**config.mk**
```make
export PLATFORM = sky130hd
export DESIGN_NAME = port_merge_ctrl
export DESIGN_NICKNAME = d
export VERILOG_FILES = /design/src/rtl/port_merge_ctrl.sv
export SDC_FILE = /design/constraint.sdc
export NUM_CORES = 1
export LEC_CHECK = 0
export BUFFER_PORTS_ARGS = -buffer_cell sky130_fd_sc_hd__buf_2
export CAP_MARGIN = 20
export CORE_AREA = 4 4 137 139
export CTS_CLUSTER_DIAMETER = 40
export DETAILED_ROUTE_END_ITERATION = 7
export DIE_AREA = 0 0 141 143
export GPL_TIMING_DRIVEN = 0
export PLACE_DENSITY = 0.49
export RECOVER_POWER = 50
export SYNTH_ARGS = -nofsm -noshare
export SYNTH_HDL_FRONTEND = slang
export SYNTH_SLANG_ARGS = --single-unit
```
**constraint.sdc**
```tcl
create_clock -name clk -period 2 [get_ports clk]
set_input_delay 0.4 -clock clk [delete_from_list [all_inputs] [get_ports clk]]
set_output_delay 0.4 -clock clk [all_outputs]
set_load 0.005 [all_outputs]
```
**src/rtl/port_merge_ctrl.sv**
```systemverilog
module port_merge_ctrl #(
  parameter int NUM_PORTS = 16,
  parameter int NUM_X4    = 6,
  parameter int LPX       = 4,
  parameter int OUT_W     = 3,
  parameter int IN_W      = 3,
  localparam int NPAIR    = NUM_X4 / 2,
  localparam int PW       = $clog2(NUM_PORTS),
  localparam int NLANE    = NUM_X4 * LPX,
  localparam int LW       = 6
) (
  input  logic                        clk,
  input  logic                        fund_rst_n,
  input  logic [NPAIR-1:0]            merge_strap,
  input  logic [NUM_PORTS*OUT_W-1:0]  port_out_raw,
  output logic [NUM_PORTS*OUT_W-1:0]  port_out,
  input  logic [NUM_PORTS*IN_W-1:0]   port_in_raw,
  output logic [NUM_PORTS*IN_W-1:0]   port_in,
  input  logic                        cfg_valid,
  input  logic [PW-1:0]               cfg_dev,
  output logic                        cfg_ur,
  output logic [NLANE*PW-1:0]         lane_owner,
  output logic [NUM_X4*LW-1:0]        max_link_width,
  output logic [NUM_PORTS-1:0]        port_present,
  output logic [PW:0]                 port_count
);

  logic [NPAIR-1:0] strap_s1, strap_s2, merged;
  logic [NUM_PORTS-1:0] gone;

  always_ff @(posedge clk) begin
    strap_s1 <= merge_strap;
    strap_s2 <= strap_s1;
    if (!fund_rst_n) merged <= strap_s2;
  end

  for (genvar p = 0; p < NUM_PORTS; p++) begin : g_port
    if ((p % 2 == 1) && (p < NUM_X4)) begin : g_odd
      assign gone[p] = merged[p/2];
    end else begin : g_fixed
      assign gone[p] = 1'b0;
    end
    assign port_out[p*OUT_W +: OUT_W] = gone[p] ? '0 : port_out_raw[p*OUT_W +: OUT_W];
    assign port_in[p*IN_W +: IN_W]    = gone[p] ? '0 : port_in_raw[p*IN_W +: IN_W];
  end

  assign port_present = ~gone;
  assign cfg_ur       = cfg_valid & gone[cfg_dev];

  for (genvar l = 0; l < NLANE; l++) begin : g_lane
    localparam int P = l / LPX;
    if (P % 2 == 1) begin : g_odd
      assign lane_owner[l*PW +: PW] = merged[P/2] ? PW'(P - 1) : PW'(P);
    end else begin : g_even
      assign lane_owner[l*PW +: PW] = PW'(P);
    end
  end

  for (genvar x = 0; x < NUM_X4; x++) begin : g_width
    if (x % 2 == 0) begin : g_even
      assign max_link_width[x*LW +: LW] = merged[x/2] ? LW'(2*LPX) : LW'(LPX);
    end else begin : g_odd
      assign max_link_width[x*LW +: LW] = merged[x/2] ? '0 : LW'(LPX);
    end
  end

  always_comb begin
    port_count = (PW+1)'(NUM_PORTS);
    for (int i = 0; i < NPAIR; i++)
      port_count = port_count - (PW+1)'(merged[i]);
  end

endmodule


```
==> results of run 1 <==
==> worst max-delay path: cells and delay by family (launching register included) <==
family	cells	cell delay, ns
adder cells (fa/ha/maj)	3	0.72
buffers and inverters	2	0.14
flip-flops	1	0.42
==> logic make-up (layout without fill, tap and decap cells) <==
family / count (synthesis) / in the layout / share of synthesized area (%)
adder cells (fa/ha/maj): 3 / 3 / 1.78
other: 2 / 124 / 0.356
AO/OA/AOI/OAI: 2 / 2 / 0.594
AND/OR/NAND/NOR: 21 / 21 / 7.30
buffers and inverters: 228 / 387 / 80.0
flip-flops: 9 / 9 / 9.98
==> power groups by stage <==
stage / Clock (mW) / Sequential, mW / Combinational [mW]
floorplan: 0 / 0.210 / 0.423
global placement: 0 / 0.214 / 0.586
detailed placement: 0 / 0.214 / 0.588
CTS: 0.352 / 0.204 / 0.604
global route: 0.363 / 0.205 / 0.682
finish: 0.346 / 0.204 / 0.613
==> per-stage QoR <==
| step | power, mW | utilization (%) | setup slack (ns) | instance area (µm²) | cells |
|---|---|---|---|---|---|
| 2_1_floorplan | 0.633 | - | 0.235 | 2560 | 387 |
| 3_3_place_gp | 0.800 | 20.5 | 0.0849 | 3620 | 769 |
| 3_5_place_dp | 0.801 | 20.5 | 0.0843 | 3620 | 769 |
| 4_1_cts | 1.16 | 21.1 | 0.0170 | 3730 | 776 |
| 5_1_grt | 1.25 | 21.1 | 0.00657 | 3720 | 775 |
| 6_report | 1.16 | 21.1 | 0.0820 | 3720 | 775 |
==> area by class of cell <==
cell class / instances / area share, %
buffer: 220 / 44.4
clock buffer: 4 / 2.12
inverter: 7 / 0.706
multi-input combinational: 150 / 18.6
sequential: 9 / 5.65
tap: 229 / 7.69
timing repair buffer: 156 / 20.8
==> path summary, 6_finish.rpt <==
kind,start,to,slack [ns],cells past startpoint
max,merged[0],port_count[1],0.08,5
min reg2reg,strap_s1[2],strap_s2[2],0.32,0
min,merge_strap[2],strap_s1[2],0.27,1
max reg2reg,strap_s2[1],merged[1],1.47,0
==> flip-flops by register name (all words and copies together), names as in the netlist <==
register	count
strap_s1	3
strap_s2	3
merged	3
==> what timing repair did <==
item	4_1_cts	5_1_grt
setup buffers	3	0
setup endpoints to repair	4	2
pin swaps	1	2
gates resized for setup	3	4
==> placed cells by master (no fill, tap or decap), drive strengths merged <==
master and count:
dfxtp 6, edfxtp 3, nor2b 12, buf 320, and2b 7, nand2 1, ha 3, inv 7
a211oi 1, o21ai 1, conb 124, nor4b 1, clkbuf 60
==> routing by layer <==
metal | vias up | part of all wire [%]
met2 | 187 | 58
met3 | 5 | 16
li1 | 1013 | -
met4 | 0 | 0.80
met5 | - | 0
met1 | 717 | 26
==> run_results.csv, run 1 <==
group,metric,value,unit
floorplanning,die_area,20200,µm²
critical_path,critPathKind,"flop to output port",
power,switchingPower,0.302,mW
power,ir_worst_vdd,0.000265,V
clock_tree,worstSkewPairLatency,0.23,ns
grt,use_met2,10.1,%
clock_tree,max-clock-path-buffers,2,
power,comb_power_share,52.7,%
floorplanning,num_rows,49,
drt,via_count,1922,
synthesis,synthArstFlopShare,0,%
floorplanning,die_w,141,µm
power,switching_share,26.0,%
cells_and_area,fin_nets,656,
floorplanning,core_area,17700,µm²
grt,grt_pass1_vias,1668,
floorplanning,die_height,143,µm
synthesis,synth_common_cells,"221 x buf_4, 12 x nor2b_1, 7 x inv_1",
drt,post_drt_wl_per_cell,7.70,µm
grt,grtUsageMet3,1.27,%
critical_path,critPathMaxStageDelay,0.42,ns
synthesis,synth_ff_type,"dfxtp_1",
timing,fin_skew,0.00149,ns
drt,dr.pass1.iters,2,
critical_path,crit_path_top_delay_cell,"edfxtp_1",
timing,fin_crit,1.92,ns
synthesis,yosysWarnings,0,
clock_tree,clkSinkCount,9,
cells_and_area,layout-drive-gt1-share,68.7,%
critical_path,crit_arrival,1.52,ns
run_status,status,"complete, no violations",
clock_tree,numCtsBuffers,3,
synthesis,syn_area,2110,µm²
synthesis,synth.distinct_cells,13,
drt,drc,0,
power,power_density,312,nW/µm²
critical_path,cp-start-kind,"flop",
synthesis,synth_edf_count,3,
worst_hold_path,hold_path_class,"input port to flop",
synthesis,synth_top_area_share,78.7,%
synthesis,synth_top_cell_by_area,"buf_4",
critical_path,crit_chain,"ha_1 -> inv_2 -> ha_4 -> ha_4 -> buf_2",
clock_tree,htreeDepth,1,
clock_tree,clkTransAtPathRegs,0.04,ns
floorplanning,start_util,11.9,%
timing,final_hold_viol_count,0,
cells_and_area,diodes,0,
power,intPower,0.860,mW
timing,rsz0062_at_grt,"false",
grt,overflow,0,
grt,top_usage_layer,"met2",
grt,use_met1,3.99,%
grt,grt_max_degree,10,
timing,fin_hold_ws,0.272,ns
synthesis,syn-instance-count,265,
power,clockPowerShare,29.7,%
placed_design,io_buffers,153,
cells_and_area,syn_to_final_growth,76.7,%
drt,viasPerCell,2.48,
synthesis,ys_top_cells_by_area,"buf_4 79%, dfxtp_1 5.7%, edfxtp_1 4.3%",
placed_design,hpwl,5.75,mm
timing,setup_tns,0,ns
clock_tree,cts_root_buffer,"clkbuf_16",
floorplanning,pin_count,356,
placed_design,gp_congestion,0.674,
drt,routed_wirelength,5.97,mm
run,cap_violations,0,
synthesis,post-synth-top-count-cell,"buf_4",
critical_path,crit_path_max_fanout,2,
clock_tree,cts_hold_buffers,0,
timing,final_max_slew_viol_count,0,
grt,antenna_found_initial,0,
timing,min_period_over_period,95.9,%
timing,fmax,0.521,GHz
drt,drt_first_iter_violations,10,
critical_path,crit_top_cell,"ha_4",
grt,grt_use_total,4.62,%
power,seqPwrFrac,17.5,%
synthesis,ys_seq_elements,9,
cells_and_area,multi_input_area,694,µm²
cells_and_area,seq_area,210,µm²
synthesis,synth_area_per_cell,7.95,µm²
synthesis,yosysSeqAreaShare,9.98,%
grt,grt_pass1_wl,7.62,mm
drt,ant_nets,0,
timing,finalSetupViolCount,0,
power,leakage,2.33,nW
clock_tree,cts_tree,"built",
critical_path,endpoint_kind,"output port",
critical_path,cp_data_required_time,1.60,ns
cells_and_area,fill_cells,2017,
(Power assumes the default switching activity.)
==> run 2: changes to the inputs <==
--- a/config.mk
+++ b/config.mk
@@ -12,7 +12,7 @@
 export DETAILED_ROUTE_END_ITERATION = 7
 export DIE_AREA = 0 0 141 143
 export GPL_TIMING_DRIVEN = 0
-export PLACE_DENSITY = 0.49
+export PLACE_DENSITY_LB_ADDON = 0.12
 export RECOVER_POWER = 50
 export SYNTH_ARGS = -nofsm -noshare
 export SYNTH_HDL_FRONTEND = slang
==> run_results.csv, run 2 (synthesis results as in run 1) <==
group,metric,value,unit
critical_path,crit_path_top_delay_cell,"edfxtp_1",
drt,routed_wirelength,6.37,mm
timing,final_hold_viol_count,0,
worst_hold_path,min_from,"merge_strap[2]",
critical_path,crit_family,"adder cells",
power,ir_worst_vdd,0.000331,V
grt,antenna_found_initial,0,
timing,fin_crit,1.90,ns
floorplanning,die_area,20200,µm²
grt,grt_pass1_wl,8.46,mm
floorplanning,start_util,11.9,%
placed_design,gp_congestion,0.745,
grt,grt_max_degree,10,
critical_path,critPathMaxStageDelay,0.41,ns
cells_and_area,layout-drive-gt1-share,68.1,%
drt,dr.pass1.iters,4,
cells_and_area,fin_nets,656,
critical_path,crit_top_cell,"ha_4",
power,power_density,312,nW/µm²
drt,viasPerCell,2.56,
clock_tree,cts_hold_buffers,0,
timing,setup_tns,0,ns
timing,finalSetupViolCount,0,
placed_design,io_buffers,153,
cells_and_area,diodes,0,
grt,grt_use_total,5.19,%
floorplanning,core_area,17700,µm²
clock_tree,htreeDepth,1,
critical_path,cp-start-kind,"flop",
run,cap_violations,0,
clock_tree,cts_root_buffer,"clkbuf_16",
drt,post_drt_wl_per_cell,8.21,µm
cells_and_area,multi_input_area,694,µm²
critical_path,cp_data_required_time,1.60,ns
run_status,status,"complete, no violations",
floorplanning,pin_count,356,
timing,final_max_slew_viol_count,0,
critical_path,r2r-start,"strap_s2[1]",
drt,drt_first_iter_violations,5,
cells_and_area,layout_common_cells,"184 x buf_4, 134 x buf_2, 124 x conb_1",
timing,min_period_over_period,94.9,%
clock_tree,numCtsBuffers,3,
cells_and_area,fill_cells,1999,
clock_tree,clkSinkCount,9,
critical_path,worstSetupStartpoint,"merged[1]",
power,leakage,2.32,nW
floorplanning,num_rows,49,
drt,drc,0,
placed_design,hpwl,6.13,mm
drt,ant_nets,0,
cells_and_area,largest_registers,"merged: 3 flops, strap_s1: 3 flops, strap_s2: 3 flops",
cells_and_area,finalInstanceArea,3720,µm²
clock_tree,clkTransAtPathRegs,0.04,ns
floorplanning,die_w,141,µm
critical_path,crit_path_max_fanout,2,
clock_tree,cts_tree,"built",
placed_design,dpl-instance-area,3620,µm²
worst_hold_path,hold_path_class,"input port to flop",
critical_path,crit_arrival,1.50,ns
timing,rsz0062_at_grt,"false",
grt,overflow,0,
timing,fmax,0.527,GHz
timing,fin_skew,0.000129,ns
critical_path,critPathKind,"flop to output port",
grt,grt_pass1_vias,1781,
cells_and_area,syn_to_final_growth,76.5,%
critical_path,path_buf_inv,2,
critical_path,endpoint_kind,"output port",
floorplanning,die_height,143,µm
critical_path,crit_chain,"ha_1 -> inv_2 -> ha_4 -> ha_4 -> buf_2",
cells_and_area,seq_area,210,µm²
clock_tree,worstSkewPairLatency,0.23,ns
drt,via_count,1983,
clock_tree,max-clock-path-buffers,2,
cells_and_area,final_common_cell,"buf_4",
==> run 2: worst paths after layout <==
path	depth (start not counted)	to	slack, ns
setup / recovery	5	port_count[1]	0.10
hold / removal	1	strap_s1[2]	0.27
setup reg to reg	0	merged[1]	1.47
hold reg to reg	0	strap_s2[2]	0.32
==> run 2: per-layer routing <==
layer | share of wire, % | GRT usage, %
met3 | 17 | 1.98
met2 | 59 | 11.5
met5 | 0 | 0
met1 | 22 | 3.83
met4 | 1.2 | 1.84
==> run 2: report_power, final <==
part | switching [mW] | leakage, nW | internal (mW) | total [mW]
Clock | 0.0769 | 0.0382 | 0.265 | 0.342
Sequential | 0.00381 | 0.0800 | 0.200 | 0.204
Combinational | 0.222 | 2.20 | 0.392 | 0.614
Total | 0.302 | 2.32 | 0.858 | 1.16
==> run 2: final cells by class <==
cell class	count	share of cell area, %
Buffer	220	44.4
Tap cell	229	7.70
Clock buffer	4	2.12
Sequential cell	9	5.65
Multi-Input combinational cell	150	18.7
Inverter	7	0.706
Timing Repair Buffer	156	20.8
==> run 2: metrics by stage <==
| step | hold slack [ns] | cells | setup slack [ns] | total power [mW] | util, % |
|---|---|---|---|---|---|
| after floorplan | 0.310 | 387 | 0.235 | 0.633 | - |
| after global placement | 0.310 | 769 | 0.0435 | 0.807 | 20.5 |
| after detailed placement | 0.312 | 769 | 0.0569 | 0.802 | 20.5 |
| after CTS | 0.266 | 776 | 0.00321 | 1.16 | 21.1 |
| after global routing | 0.266 | 775 | 0.0455 | 1.25 | 21.1 |
| final | 0.270 | 775 | 0.103 | 1.16 | 21.1 |
==> run 2: timing repair <==
item | CTS | global route
setup endpoints to repair | 4 | 4
cloned | 0 | 0
resized for setup | 0 | 8
pin swaps | 0 | 2
setup buffers | 3 | 0
==> run 3: changes to the inputs <==
--- a/config.mk
+++ b/config.mk
@@ -7,13 +7,16 @@
 export LEC_CHECK = 0
 export BUFFER_PORTS_ARGS = -buffer_cell sky130_fd_sc_hd__buf_2
 export CAP_MARGIN = 20
-export CORE_AREA = 4 4 137 139
+export CELL_PAD_IN_SITES_DETAIL_PLACEMENT = 0
+export CELL_PAD_IN_SITES_GLOBAL_PLACEMENT = 1
+export CORE_AREA = 4 4 135 137
 export CTS_CLUSTER_DIAMETER = 40
 export DETAILED_ROUTE_END_ITERATION = 7
-export DIE_AREA = 0 0 141 143
+export DIE_AREA = 0 0 139 141
 export GPL_TIMING_DRIVEN = 0
 export PLACE_DENSITY_LB_ADDON = 0.12
 export RECOVER_POWER = 50
+export REMOVE_ABC_BUFFERS = 1
 export SYNTH_ARGS = -nofsm -noshare
 export SYNTH_HDL_FRONTEND = slang
 export SYNTH_SLANG_ARGS = --single-unit
==> run_results.csv, run 3 (synthesis results as in run 1) <==
group,metric,value,unit
grt,overflow,0,
power,power,0.746,mW
critical_path,critPathMaxStageDelay,0.40,ns
clock_tree,max-clock-path-buffers,2,
placed_design,gp_congestion,0.649,
cells_and_area,layout_common_cells,"124 x conb_1, 75 x buf_2, 12 x nor2b_1",
drt,ant_nets,0,
clock_tree,cts_root_buffer,"clkbuf_16",
critical_path,r2r-start,"strap_s2[1]",
critical_path,r2r_cells,0,
floorplanning,die_area,19600,µm²
floorplanning,core_area,17100,µm²
clock_tree,clkTransAtPathRegs,0.04,ns
clock_tree,clkSinkCount,9,
power,ir_worst_vdd,0.000207,V
worst_hold_path,hold_depth,1,
timing,setup_tns,0,ns
timing,finalSetupViolCount,0,
run_status,status,"complete, no violations",
grt,grt_max_degree,10,
floorplanning,pin_count,356,
floorplanning,die_height,141,µm
critical_path,cp_data_required_time,1.60,ns
timing,fin_skew,0.00151,ns
clock_tree,numCtsBuffers,3,
critical_path,crit_chain,"ha_1 -> inv_1 -> ha_2 -> ha_4 -> buf_2",
grt,grt_pass1_vias,955,
power,power_density,444,nW/µm²
timing,fin_crit,1.91,ns
timing,min_period_over_period,95.5,%
floorplanning,die_w,139,µm
placed_design,hpwl,9.18,mm
run,cap_violations,0,
cells_and_area,layout-drive-gt1-share,36.3,%
clock_tree,cts_hold_buffers,0,
grt,grt_use_total,8.91,%
critical_path,crit_path_top_delay_cell,"edfxtp_1",
drt,dr.pass1.iters,4,
grt,grt_pass1_wl,11.4,mm
drt,via_count,1089,
drt,drc,0,
timing,rsz0062_at_grt,"false",
cells_and_area,final_common_cell,"conb_1",
drt,drt_first_iter_violations,12,
critical_path,cp-start-kind,"flop",
timing,final_max_slew_viol_count,0,
clock_tree,worstSkewPairLatency,0.23,ns
critical_path,endpoint_kind,"output port",
critical_path,crit_arrival,1.51,ns
clock_tree,htreeDepth,1,
floorplanning,num_rows,48,
floorplanning,start_util,12.4,%
cells_and_area,diodes,0,
worst_hold_path,hold_path_class,"input port to flop",
cells_and_area,fin_nets,358,
clock_tree,cts_tree,"built",
critical_path,r2r_slack,1.46,ns
worst_hold_path,min_from,"merge_strap[1]",
drt,routed_wirelength,9.74,mm
drt,viasPerCell,2.30,
worst_hold_path,holdPathEnd,"strap_s1[1]",
cells_and_area,largest_registers,"merged: 3 flops, strap_s1: 3 flops, strap_s2: 3 flops",
critical_path,critPathKind,"flop to output port",
power,leakage,0.966,nW
critical_path,crit_path_max_fanout,2,
drt,post_drt_wl_per_cell,20.6,µm
timing,fmax,0.524,GHz
timing,final_hold_viol_count,0,
cells_and_area,syn_to_final_growth,-20.3,%
grt,antenna_found_initial,0,
placed_design,io_buffers,75,
critical_path,r2r_end,"merged[1]",
-- run 3: cell count changes in the layout (fill, tap and decap cells not counted), sizes merged --
cell / before / now
buf: 320 / 78
clkbuf: 60 / 4
-- run 3: repair_timing --
item	CTS	global route
setup buffers	3	0
setup endpoints to repair	5	0
gates resized for setup	2	0
-- run 3: layer usage --
layer / share of wire (%) / vias to the layer above / global-route usage [%]
li1: - / 418 / -
met1: 16 / 408 / 4.60
met2: 46 / 247 / 13.7
met3: 33 / 14 / 13.5
met4: 3.1 / 2 / 4.22
met5: 1.2 / - / 4.26
-- run 3: cell type report --
cell class / count / area (µm²)
clock buffers: 4 / 78.8
fillers: 2025 / 15400
inverters: 7 / 26.3
multi-input cells: 150 / 684
flip-flops and latches: 9 / 210
well taps: 225 / 282
repair buffers: 78 / 398
-- run 3: metrics by stage --
stage	util [%]	std cells	setup slack (ns)	hold WS, ns	instance area (µm²)
detailed placement	9.16	466	0.0292	0.315	1560
global placement	9.16	466	0.0562	0.315	1560
global route	9.84	473	0.00573	0.268	1680
finish	9.84	473	0.0908	0.271	1680
CTS	9.84	473	0.0474	0.268	1680
floorplan	-	166	0.328	0.310	906
-- run 3: worst max-delay path by stage --
| stage | from | slack [ns] | endpoint |
|---|---|---|---|
| after global placement | merged[0] | 0.06 | port_count[1] |
| after floorplan | merged[1] | 0.33 | port_count[2] |
| after global routing | merged[1] | 0.006 | port_count[1] |
| final | merged[1] | 0.09 | port_count[1] |
| after detailed placement | merged[0] | 0.03 | port_count[1] |
| after CTS | merged[0] | 0.05 | port_count[1] |
-- run 3: critical path, delay by kind of cell, from the launching register on --
| kind | cells | cell delay, ns |
|---|---|---|
| flip-flops | 1 | 0.40 |
| buffers and inverters | 2 | 0.18 |
| adder cells (fa/ha/maj) | 3 | 0.70 |
-- run 3: power by group --
part / leakage (nW) / switching (mW) / internal [mW] / total, mW
clock: 0.0382 / 0.0768 / 0.265 / 0.342
combinational: 0.848 / 0.122 / 0.0777 / 0.199
sequential: 0.0800 / 0.00385 / 0.200 / 0.204
